$ cat src/rtl/cpu_status_pkg.sv
package cpu_status_pkg;
  localparam int unsigned STAT_W  = 8;
  localparam int unsigned ARITH_N = 3;
  localparam int unsigned BIT_C   = 0;
  localparam int unsigned BIT_DC  = 1;
  localparam int unsigned BIT_Z   = 2;
  localparam int unsigned BIT_PD  = 3;
  localparam int unsigned BIT_TO  = 4;
  localparam int unsigned USED_W  = BIT_TO + 1;

  typedef struct packed {
    logic to_f;
    logic pd_f;
  } pwr_flags_t;

  localparam pwr_flags_t PWR_RESET = '{to_f: 1'b1, pd_f: 1'b1};
endpackage

$ cat src/rtl/status_flag_arb.sv
module status_flag_arb #(
  parameter int unsigned N = 3
) (
  input  logic [N-1:0] cur_i,
  input  logic [N-1:0] upd_i,
  input  logic [N-1:0] alu_i,
  input  logic         sw_we_i,
  input  logic [N-1:0] sw_i,
  output logic [N-1:0] nxt_o
);
  logic any_upd;
  assign any_upd = |upd_i;

  for (genvar g = 0; g < N; g++) begin : g_flag
    always_comb begin
      if (upd_i[g])                nxt_o[g] = alu_i[g];
      else if (sw_we_i && !any_upd) nxt_o[g] = sw_i[g];
      else                         nxt_o[g] = cur_i[g];
    end
  end
endmodule

$ cat src/rtl/status_pwr_track.sv
module status_pwr_track
  import cpu_status_pkg::*;
(
  input  logic       clk,
  input  logic       rst,
  input  logic       clrwdt_i,
  input  logic       sleep_i,
  input  logic       wdt_to_i,
  output pwr_flags_t pwr_o
);
  pwr_flags_t pwr_q;

  always_ff @(posedge clk) begin
    if (rst) begin
      pwr_q <= PWR_RESET;
    end else begin
      if (wdt_to_i)                 pwr_q.to_f <= 1'b0;
      else if (clrwdt_i || sleep_i) pwr_q.to_f <= 1'b1;
      if (sleep_i)                  pwr_q.pd_f <= 1'b0;
      else if (clrwdt_i)            pwr_q.pd_f <= 1'b1;
    end
  end

  assign pwr_o = pwr_q;
endmodule

$ cat src/rtl/status_pack.sv
module status_pack
  import cpu_status_pkg::*;
#(
  parameter int unsigned W = STAT_W
) (
  input  logic [ARITH_N-1:0] arith_i,
  input  pwr_flags_t         pwr_i,
  output logic [W-1:0]       stat_o
);
  localparam int unsigned PAD_W = W - USED_W;

  always_comb begin
    stat_o                     = '0;
    stat_o[ARITH_N-1:0]        = arith_i;
    stat_o[BIT_PD]             = pwr_i.pd_f;
    stat_o[BIT_TO]             = pwr_i.to_f;
    stat_o[W-1 -: PAD_W]       = '0;
  end
endmodule

$ cat src/rtl/cpu_status_reg.sv
module cpu_status_reg
  import cpu_status_pkg::*;
#(
  parameter int unsigned W = STAT_W
) (
  input  logic               clk,
  input  logic               rst,
  input  logic               sw_we,
  input  logic [W-1:0]       sw_wdata,
  input  logic [ARITH_N-1:0] alu_upd,
  input  logic [ARITH_N-1:0] alu_flags,
  input  logic               evt_clrwdt,
  input  logic               evt_sleep,
  input  logic               evt_wdt_to,
  output logic [W-1:0]       stat_o
);
  logic [ARITH_N-1:0] arith_q;
  logic [ARITH_N-1:0] arith_nxt;
  pwr_flags_t         pwr;

  status_flag_arb #(.N(ARITH_N)) u_arb (
    .cur_i   (arith_q),
    .upd_i   (alu_upd),
    .alu_i   (alu_flags),
    .sw_we_i (sw_we),
    .sw_i    (sw_wdata[ARITH_N-1:0]),
    .nxt_o   (arith_nxt)
  );

  always_ff @(posedge clk) begin
    if (rst) arith_q <= '0;
    else     arith_q <= arith_nxt;
  end

  status_pwr_track u_pwr (
    .clk      (clk),
    .rst      (rst),
    .clrwdt_i (evt_clrwdt),
    .sleep_i  (evt_sleep),
    .wdt_to_i (evt_wdt_to),
    .pwr_o    (pwr)
  );

  status_pack #(.W(W)) u_pack (
    .arith_i (arith_q),
    .pwr_i   (pwr),
    .stat_o  (stat_o)
  );
endmodule

$ cat config.mk
export PLATFORM = sky130hd
export DESIGN_NAME = cpu_status_reg
export DESIGN_NICKNAME = d
export VERILOG_FILES = /design/src/rtl/cpu_status_pkg.sv /design/src/rtl/status_flag_arb.sv /design/src/rtl/status_pwr_track.sv /design/src/rtl/status_pack.sv /design/src/rtl/cpu_status_reg.sv
export SDC_FILE = /design/constraint.sdc
export NUM_CORES = 1
export LEC_CHECK = 0
export ABC_AREA = 1
export BUFFER_PORTS_ARGS = -buffer_cell sky130_fd_sc_hd__buf_2
export CAP_MARGIN = 20
export CORE_AREA = 3 3 40 42
export DETAILED_ROUTE_END_ITERATION = 8
export DIE_AREA = 0 0 43 45
export GPL_ROUTABILITY_DRIVEN = 0
export PLACE_DENSITY = 0.59
export SLEW_MARGIN = 20
export SYNTH_ARGS = -nofsm -noshare
export SYNTH_HDL_FRONTEND = slang
export SYNTH_SLANG_ARGS = --single-unit
$ cat constraint.sdc
create_clock -name clk -period 1.3 [get_ports clk]
set_input_delay 0.065 -clock clk [delete_from_list [all_inputs] [get_ports clk]]
set_output_delay 0.065 -clock clk [all_outputs]
set_load 0.02 [all_outputs]
==> out/summary.json, run 1 <==
{
  "timing": {
    "worst_hold_slack_ns": 0.01741,
    "timing.final.crit_period_ns": 0.7921,
    "achievable-frequency_mhz": 1262,
    "finalHoldViolations": 0,
    "timing_max_transition_violations_final": 0,
    "finalClockSkew_ns": 0,
    "period_utilization_post_route_pct": 60.93,
    "setup_viol": 0,
    "final.setup.tns_ns": 0,
    "setup_repair_after_global_routing_missed_its_margin": "false"
  },
  "power": {
    "power_density_nw_per_um2": 1109,
    "worst_ir_drop_vdd_mv": 0.7143,
    "total_leakage_power_nw": 0.2199
  },
  "clock_tree": {
    "root_driver": "clkbuf_4",
    "insertion_delay_ns": 0.24,
    "cts_buffer_depth": 2,
    "tritoncts": "built",
    "cts_sinks": 5,
    "cts_resized": 0,
    "postCtsSetupBuffers": 0,
    "postCtsHoldBufs": 0,
    "clock_slew_at_reported_path_ffs_ns": 0.04,
    "numCtsBuffers": 3,
    "cts_htree_levels": 1
  },
  "synthesis": {
    "synth-edff-count": 0,
    "synth_area_leader_cell": "dfxtp_1",
    "yosysWarnings": 0,
    "syn-cell-area_um2": 266.5,
    "synth.top_cells.by_count": "inv_1 (8), nor2_1 (7), dfxtp_1 (5), o21ai_0 (5)",
    "yosysSeqAreaShare_pct": 37.56,
    "synth_area_leaders": "dfxtp_1 (38%), inv_1 (11%), nor2_1 (9.9%)",
    "synthCells": 41,
    "primary_ff_master_synth": "dfxtp_1",
    "yosysMostFrequentCell": "inv_1",
    "yosys_register_bits": 5,
    "async_s_r_ff_share_synth_pct": 0,
    "synth_area_per_cell_um2": 6.500,
    "netlist.area_leader.share_pct": 37.56,
    "synth_cell_types": 11
  },
  "die": {
    "floorplan.initialDensity_pct": 20.74,
    "std_cell_rows": 13,
    "fp.coreArea_um2": 1285,
    "die_w_um": 43,
    "dieArea_um2": 1935,
    "die_outline_height_um": 45,
    "design.portCount": 28
  },
  "detailed_routing": {
    "drcViolationCount": 0,
    "first_iter_violations": 1,
    "wl_met1_um": 272,
    "avg_vias_per_cell": 3.910,
    "drt_first_pass_iters": 4,
    "drt.antenna.violating_nets": 0,
    "route.detailed.wl_per_inst_um": 8.218,
    "routed_wl_um": 641,
    "wl_met2_um": 281,
    "route.top_layer_used": "met3",
    "total_via_count_after_detailed_routing": 305,
    "met3WireLength_um": 88
  },
  "worst_setup_path": {
    "critical_path.startpoint_type": "flip-flop",
    "max_stage_delay_ns": 0.32,
    "cpLargestDelayFamily": "flip-flops",
    "timing.critical_path.buf_inv": 1,
    "path_class": "reg2out",
    "cp_cell_sequence": "buf_2",
    "cp_data_required_time_ns": 1.24,
    "timing.critical_path.arrival_ns": 0.73,
    "crit_path_top_delay_cell": "dfxtp_1",
    "critical_path_fanout_max": 2,
    "end_kind": "output port"
  },
  "cells_and_area": {
    "flow.area_growth_from_synthesis_pct": 46.95,
    "post_route_cells_drive_above_1_share_pct": 38.10,
    "fin_nets": 84,
    "fin_area_um2": 391.6,
    "antennaDiodeCount": 0
  },
  "global_route": {
    "grt_max_degree": 7,
    "global_route_wire_length_before_repair_um": 897,
    "first_global_vias": 246,
    "grt_overflow": 0,
    "grt_antenna_before_repair": 0,
    "grtUsageTotal_pct": 6.761
  },
  "place": {
    "place_hpwl_um": 516.5,
    "place_area_um2": 365.4,
    "port-buffer-count": 19
  },
  "outcome": {
    "run_status": "completed"
  },
  "hold_path": {
    "min_path_type": "in2reg"
  },
  "flow_run": {
    "max_cap_violations": 0
  }
}
sequential cells by signal (all words and copies together) (netlist names):
signal / cells
arith_q: 3
u_pwr.pwr_o: 2
power by group:
part	switching (mW)	internal, mW
sequential	0.00458	0.165
combinational	0.0526	0.0341
clock	0.0625	0.116
total	0.120	0.315
metal layers:
metal	vias to the layer above	track usage, %
met5	-	0
met4	0	0
met3	0	7.570
met2	16	9.880
met1	125	7.039
li1	164	-
metrics by stage:
stage	utilization [%]	cells	power [mW]	worst slack (ns)
2_1_floorplan	-	43	0.2280	0.5463
4_1_cts	30.48	78	0.4461	0.4947
3_3_place_gp	28.43	74	0.2585	0.5298
3_5_place_dp	28.43	74	0.2592	0.5461
6_report	30.48	78	0.4345	0.5079
5_1_grt	30.48	78	0.4702	0.4595
logic make-up (layout without fill, tap and decap cells):
| family | count (synthesis) | count (layout) | synth area share [%] |
|---|---|---|---|
| and+or+nand+nor | 16 | 16 | 26.29 |
| buffers and inverters | 11 | 31 | 19.72 |
| AOI/OAI and AO/OA | 8 | 8 | 15.02 |
| DFF | 5 | 5 | 37.56 |
| other | 1 | 3 | 1.407 |
final cells by class:
type	instances	area [um2]
fill	155	893.4
multi-input combinational	27	121.4
inverter	8	30.03
timing repair buffer	19	95.09
tap	15	18.77
sequential	5	100.1
clock buffer	4	26.28
cell usage in the layout (no fill, tap or decap):
cell	Yosys	routed
clkbuf_4	0	3
nor2_1	7	7
a21oi_1	3	3
nor3_1	1	1
clkbuf_1	0	1
nor2_2	2	2
o21ai_0	5	5
conb_1	1	3
dfxtp_1	5	5
buf_2	0	19
inv_1	8	8
nand2_1	3	3
nand3_1	3	3
final timing paths:
check	from	endpoint	slack [ns]	depth (start not counted)
hold reg to reg	u_pwr.pwr_o[0]	u_pwr.pwr_o[0]	0.51	2
setup reg to reg	u_pwr.pwr_o[1]	u_pwr.pwr_o[1]	0.63	2
hold / removal	evt_wdt_to	u_pwr.pwr_o[1]	0.02	2
setup / recovery	u_pwr.pwr_o[1]	stat_o[4]	0.51	1
No activity file was read; power rests on OpenSTA's default activity.
==> inputs of run 2 (changes only) <==
--- a/config.mk
+++ b/config.mk
@@ -5,14 +5,14 @@
 export SDC_FILE = /design/constraint.sdc
 export NUM_CORES = 1
 export LEC_CHECK = 0
-export ABC_AREA = 1
+export ABC_AREA = 0
 export BUFFER_PORTS_ARGS = -buffer_cell sky130_fd_sc_hd__buf_2
 export CAP_MARGIN = 20
 export CORE_AREA = 3 3 40 42
 export DETAILED_ROUTE_END_ITERATION = 8
 export DIE_AREA = 0 0 43 45
 export GPL_ROUTABILITY_DRIVEN = 0
-export PLACE_DENSITY = 0.59
+export PLACE_DENSITY = 0.58
 export SLEW_MARGIN = 20
 export SYNTH_ARGS = -nofsm -noshare
 export SYNTH_HDL_FRONTEND = slang
==> constraint.sdc (replaced) <==
create_clock -name clk -period 0.8 [get_ports clk]
set_input_delay 0.04 -clock clk [delete_from_list [all_inputs] [get_ports clk]]
set_output_delay 0.04 -clock clk [all_outputs]
set_load 0.02 [all_outputs]
==> run 2 against run 1 <==
  * Setup slack got worse by 0.49 ns
  * Critical endpoint is now arith_q[0]
  * Count of clock-buffer cells in the layout did not move
  * Sequential power rose by 64%
  * Global-route usage rose by 0.82 points
  * Critical path type is now in2reg
==> out/summary.json, run 2 <==
{
  "outcome": {
    "run_status": "completed"
  },
  "hold_path": {
    "min_path_type": "in2reg",
    "hp-start": "evt_sleep",
    "hold-path-endpoint": "u_pwr.pwr_o[0]",
    "hold_path_cells": 2
  },
  "synthesis": {
    "synth_area_leader_cell": "dfxtp_1",
    "yosysWarnings": 0,
    "synth.top_cells.by_count": "dfxtp_1 (5), nor3_1 (4), buf_4 (3), inv_1 (3), nor2_1 (3)",
    "synth_cell_types": 12,
    "async_s_r_ff_share_synth_pct": 0,
    "synth-edff-count": 0,
    "yosysSeqAreaShare_pct": 39.41,
    "syn-cell-area_um2": 254.0,
    "primary_ff_master_synth": "dfxtp_1",
    "yosys_register_bits": 5,
    "synth_area_per_cell_um2": 9.407,
    "yosysMostFrequentCell": "dfxtp_1",
    "netlist.area_leader.share_pct": 39.41,
    "synthCells": 27,
    "synth_area_leaders": "dfxtp_1 (39%), buf_4 (8.9%), a2111oi_1 (7.9%)"
  },
  "detailed_routing": {
    "wl_met2_um": 303,
    "first_iter_violations": 3,
    "total_via_count_after_detailed_routing": 284,
    "met3WireLength_um": 71,
    "route.detailed.wl_per_inst_um": 9.691,
    "drcViolationCount": 0,
    "routed_wl_um": 659,
    "drt_first_pass_iters": 2,
    "drt.antenna.violating_nets": 0,
    "route.top_layer_used": "met3",
    "avg_vias_per_cell": 4.176,
    "wl_met1_um": 284
  },
  "cells_and_area": {
    "fin_nets": 74,
    "post_route_cells_drive_above_1_share_pct": 60.38,
    "layout.cells.most_common_list": "buf_2 (18), dfxtp_1 (4), buf_4 (4)",
    "max_flop_register": "arith_q",
    "mostFrequentLayoutCell": "buf_2",
    "max_ffs_per_register": 3,
    "flow.area_growth_from_synthesis_pct": 70.94,
    "antennaDiodeCount": 0
  },
  "worst_setup_path": {
    "cp_cell_sequence": "buf_2 > or4b_4 > nor2_2 > a2111oi_2",
    "reg2reg_setup_slack_ns": 0.05,
    "crit_path_top_delay_cell": "or4b_4",
    "timing.critical_path.buf_inv": 1,
    "max_stage_delay_ns": 0.55,
    "critical_path.reg2reg.endpoint": "arith_q[1]",
    "end_kind": "flip-flop",
    "setup.worst_path.start": "alu_upd[1]",
    "critical_path.startpoint_type": "input port",
    "critical_path_fanout_max": 3,
    "cp_data_required_time_ns": 0.91,
    "cpLargestDelayFamily": "simple AND/OR/NAND/NOR gates",
    "path_class": "in2reg",
    "r2r_startpoint": "arith_q[1]",
    "worstRegToRegCells": 2,
    "timing.critical_path.arrival_ns": 0.89
  },
  "die": {
    "design.portCount": 28,
    "dieArea_um2": 1935,
    "floorplan.initialDensity_pct": 19.77,
    "fp.coreArea_um2": 1285,
    "die_w_um": 43,
    "std_cell_rows": 13,
    "die_outline_height_um": 45
  },
  "global_route": {
    "first_global_vias": 267,
    "grt_overflow": 0,
    "grt_max_degree": 6,
    "global_route_wire_length_before_repair_um": 1041,
    "grt_antenna_before_repair": 0,
    "grtUsageTotal_pct": 7.577
  },
  "timing": {
    "setup_viol": 0,
    "period_utilization_post_route_pct": 97.31,
    "timing_max_transition_violations_final": 0,
    "final.setup.tns_ns": 0,
    "worst_slack_ns": 0.02152,
    "finalClockSkew_ns": 0,
    "finalHoldViolations": 0,
    "timing.final.crit_period_ns": 0.7785,
    "setup_repair_after_global_routing_missed_its_margin": "true",
    "achievable-frequency_mhz": 1285
  },
  "clock_tree": {
    "root_driver": "clkbuf_4",
    "cts_buffer_depth": 2,
    "clock_slew_at_reported_path_ffs_ns": 0.04,
    "tritoncts": "built",
    "insertion_delay_ns": 0.23,
    "cts_htree_levels": 1,
    "cts_sinks": 5,
    "postCtsSetupBuffers": 0,
    "numCtsBuffers": 3
  },
  "power": {
    "power.share.combinational_pct": 22.6,
    "worst_ir_drop_vdd_mv": 0.8956,
    "total_leakage_power_nw": 0.2140,
    "power_density_nw_per_um2": 1667,
    "switching_share_pct": 26.14,
    "power_report.internal_total_uw": 534.5,
    "seq_power_share_pct": 38.4,
    "fraction_of_power_consumed_by_the_clock_network_pct": 39.0,
    "p_switching_uw": 189.1
  },
  "place": {
    "dpl_worst_slack_ns": -0.2247,
    "port-buffer-count": 19,
    "place_hpwl_um": 563.5
  },
  "flow_run": {
    "max_cap_violations": 0
  }
}
## run 2: cell count changes in the layout (fill, tap and decap cells not counted), moves of 2 or more
cell,before,now
inv_1,8,3
nand2_1,3,0
o21ai_0,5,0
o21bai_1,0,2
nor3_1,1,3
a21oi_1,3,0
a2111oi_2,0,2
nand3_1,3,0
buf_4,0,4
nor2_1,7,3
## run 2: layout make-up
class                      count  area (um2)
fill                         143       850.8
multi-input combinational     18       146.4
timing repair buffer          23       130.1
sequential                     5       101.3
clock buffer                   4       26.28
tap                           15       18.77
inverter                       3       11.26
## run 2: worst max path at each step
stage,endpoint,slack (ns),depth (start not counted)
detailed placement,arith_q[2],-0.22,4
global route,arith_q[1],-0.0006,2
CTS,stat_o[1],0.01,1
global placement,arith_q[2],-0.21,4
finish,arith_q[0],0.02,4
floorplan,arith_q[0],-0.05,3
## run 2: worst register-to-register path: stages, from the launching register on
cell       delay, ns
dfxtp_2         0.33
nor3_2          0.05
a2111oi_2       0.26
## run 2: what timing repair did
action                     CTS  global route
setup endpoints to repair    0             5
hold buffers                 1             0
hold endpoints to repair     1             0
gates resized for setup      0             5
## run 2: stage by stage
| stage | util [%] | power [mW] | cell area (um2) | hold WS [ns] | cells |
|---|---|---|---|---|---|
| 3_5_place_dp | 29.21 | 0.4277 | 375.4 | 0.2357 | 63 |
| 5_1_grt | 33.79 | 0.7791 | 434.2 | 0.01310 | 68 |
| 6_report | 33.79 | 0.7237 | 434.2 | 0.005890 | 68 |
| 3_3_place_gp | 29.21 | 0.4260 | 375.4 | 0.2322 | 63 |
| 4_1_cts | 32.04 | 0.7299 | 411.6 | 0.001276 | 68 |
| 2_1_floorplan | - | 0.3602 | 261.5 | 0.1198 | 29 |
## run 2: power by group through the flow
stage	clock (mW)	combinational (mW)	sequential (mW)
after detailed placement	0	0.147	0.281
final	0.282	0.164	0.278
after CTS	0.302	0.152	0.276
after global routing	0.323	0.177	0.280
after global placement	0	0.146	0.280
after floorplan	0	0.0572	0.303
## run 2: logic make-up (layout without fill, tap and decap cells)
family | after synthesis | after routing | synth area share [%]
AOI/OAI and AO/OA | 5 | 5 | 19.70
other | 1 | 3 | 1.476
buffers and inverters | 6 | 30 | 13.30
DFF | 5 | 5 | 39.41
and+or+nand+nor | 10 | 10 | 26.11
## run 2: metal layers
layer | track usage (%) | vias up
li1 | - | 146
met1 | 7.229 | 124
met2 | 12.28 | 14
met3 | 6.773 | 0
met4 | 1.807 | 0
met5 | 0 | -
==> inputs of run 3 (changes only) <==
--- a/config.mk
+++ b/config.mk
@@ -9,6 +9,7 @@
 export BUFFER_PORTS_ARGS = -buffer_cell sky130_fd_sc_hd__buf_2
 export CAP_MARGIN = 20
 export CORE_AREA = 3 3 40 42
+export CTS_BUF_LIST = sky130_fd_sc_hd__clkbuf_2 sky130_fd_sc_hd__clkbuf_4 sky130_fd_sc_hd__clkbuf_8
 export DETAILED_ROUTE_END_ITERATION = 8
 export DIE_AREA = 0 0 43 45
 export GPL_ROUTABILITY_DRIVEN = 0
==> run 3 against run 2 <==
  * Non-clock buffer count unchanged
  * Clock skew unchanged
  * Setup slack improved by 0.0052 ns
  * Fmax increased by 0.67%
  * Die area is the same
  * Critical path depth stayed put
  * Critical endpoint unchanged
  * Largest cell class unchanged
  * Highest routed layer unchanged
==> out/summary.json, run 3 (synthesized netlist as in run 2, its figures left out) <==
{
  "place": {
    "place_area_um2": 375.4,
    "place_hpwl_um": 563.5,
    "dpl_worst_slack_ns": -0.2247,
    "port-buffer-count": 19
  },
  "die": {
    "die_outline_height_um": 45,
    "die_w_um": 43,
    "fp.coreArea_um2": 1285,
    "std_cell_rows": 13,
    "dieArea_um2": 1935,
    "design.portCount": 28,
    "floorplan.initialDensity_pct": 19.77
  },
  "timing": {
    "timing.final.crit_period_ns": 0.7733,
    "finalHoldViolations": 0,
    "period_utilization_post_route_pct": 96.66,
    "setup_viol": 0,
    "worst_hold_slack_ns": 0.001674,
    "achievable-frequency_mhz": 1293,
    "worst_slack_ns": 0.02669,
    "timing_max_transition_violations_final": 0,
    "finalClockSkew_ns": 0
  },
  "detailed_routing": {
    "first_iter_violations": 5,
    "drt.antenna.violating_nets": 0,
    "drt_first_pass_iters": 2,
    "avg_vias_per_cell": 4.265,
    "drcViolationCount": 0,
    "route.detailed.wl_per_inst_um": 9.794,
    "total_via_count_after_detailed_routing": 290,
    "routed_wl_um": 666
  },
  "cells_and_area": {
    "post_route_cells_drive_above_1_share_pct": 62.26,
    "max_ffs_per_register": 3,
    "antennaDiodeCount": 0,
    "fill_cells": 142,
    "layout.cells.most_common_list": "buf_2 (18), dfxtp_1 (4), clkbuf_4 (4), buf_4 (4)",
    "max_flop_register": "arith_q",
    "fin_nets": 74,
    "flow.area_growth_from_synthesis_pct": 72.41,
    "mostFrequentLayoutCell": "buf_2",
    "fin_area_um2": 437.9
  },
  "global_route": {
    "grt_max_degree": 6,
    "global_route_wire_length_before_repair_um": 1041,
    "first_global_vias": 267,
    "grtUsageTotal_pct": 7.577,
    "grt_overflow": 0,
    "grt_antenna_before_repair": 0
  },
  "power": {
    "total_leakage_power_nw": 0.2174,
    "power_report.internal_total_uw": 568.6,
    "power.share.combinational_pct": 21.4,
    "fraction_of_power_consumed_by_the_clock_network_pct": 42.1,
    "p_switching_uw": 193.4,
    "power_density_nw_per_um2": 1740,
    "seq_power_share_pct": 36.5,
    "worst_ir_drop_vdd_mv": 0.8247,
    "switching_share_pct": 25.38
  },
  "clock_tree": {
    "cts_buffer_depth": 2,
    "insertion_delay_ns": 0.24,
    "cts_htree_levels": 1,
    "tritoncts": "built",
    "numCtsBuffers": 3,
    "clock_slew_at_reported_path_ffs_ns": 0.04,
    "cts_sinks": 5,
    "root_driver": "clkbuf_4"
  },
  "worst_setup_path": {
    "path_class": "in2reg",
    "reg2reg_setup_slack_ns": 0.05,
    "critical_path.reg2reg.endpoint": "arith_q[1]",
    "worstRegToRegCells": 2,
    "setup.worst_path.start": "alu_upd[1]",
    "end_kind": "flip-flop",
    "r2r_startpoint": "arith_q[1]",
    "critical_path_fanout_max": 3,
    "critical_path.startpoint_type": "input port",
    "timing.critical_path.arrival_ns": 0.89,
    "timing.critical_path.to": "arith_q[0]",
    "cp_data_required_time_ns": 0.92
  },
  "outcome": {
    "run_status": "completed"
  },
  "hold_path": {
    "min_path_type": "in2reg"
  },
  "flow_run": {
    "max_cap_violations": 0
  }
}
## run 3: cell counts in the layout (fill, tap and decap cells not counted)
No cell type changed its count.
## run 3: power by group through the flow
stage               sequential (mW)  combinational (mW)  clock (mW)
finish                        0.278               0.163       0.321
global route                  0.280               0.177       0.358
CTS                           0.276               0.152       0.335
detailed placement            0.281               0.147           0
global placement              0.280               0.146           0
floorplan                     0.303              0.0572           0
## run 3: worst min path at each step
stage	from	endpoint	slack, ns	depth (start not counted)
after floorplan	rst	arith_q[0]	0.12	1
after CTS	evt_sleep	u_pwr.pwr_o[0]	0.001	2
after global routing	evt_sleep	u_pwr.pwr_o[0]	0.01	2
final	evt_sleep	u_pwr.pwr_o[0]	0.002	2
after detailed placement	evt_wdt_to	u_pwr.pwr_o[1]	0.24	2
after global placement	evt_wdt_to	u_pwr.pwr_o[1]	0.23	2
## run 3: metrics by stage
step	power (mW)	std cells	TNS (ns)	utilization, %
2_1_floorplan	0.3602	29	-0.1294	-
3_3_place_gp	0.4260	63	-0.5828	29.21
3_5_place_dp	0.4277	63	-0.6427	29.21
4_1_cts	0.7634	68	0	32.33
5_1_grt	0.8140	68	-0.0006157	34.08
6_report	0.7620	68	0	34.08
## run 3: critical path, stage by stage
cell and delay [ns]:
buf_2 0.13, or4b_4 0.55, nor2_2 0.12, a2111oi_2 0.05
## run 3: what timing repair did
item	in CTS	in global routing
setup buffers	0	0
setup endpoints to repair	0	5
resized for setup	0	5
endpoints found under the hold margin	1	0
hold buffers	1	0
## run 3: area by class of cell
type                            instances  area (um2)  share of cell area, %
Multi-Input combinational cell         18       146.4                  33.43
Tap cell                               15       18.77                  4.286
Sequential cell                         5       101.3                  23.14
Clock buffer                            4       30.03                  6.857
Inverter                                3       11.26                  2.571
Timing Repair Buffer                   23       130.1                  29.71
## run 3: per-layer routing
layer | share of wire, % | track usage (%) | vias up
met5 | 0 | 0 | -
met4 | 0 | 1.807 | 0
met2 | 45 | 12.28 | 17
met1 | 40 | 7.229 | 127
li1 | - | - | 146
met3 | 14 | 6.773 | 0
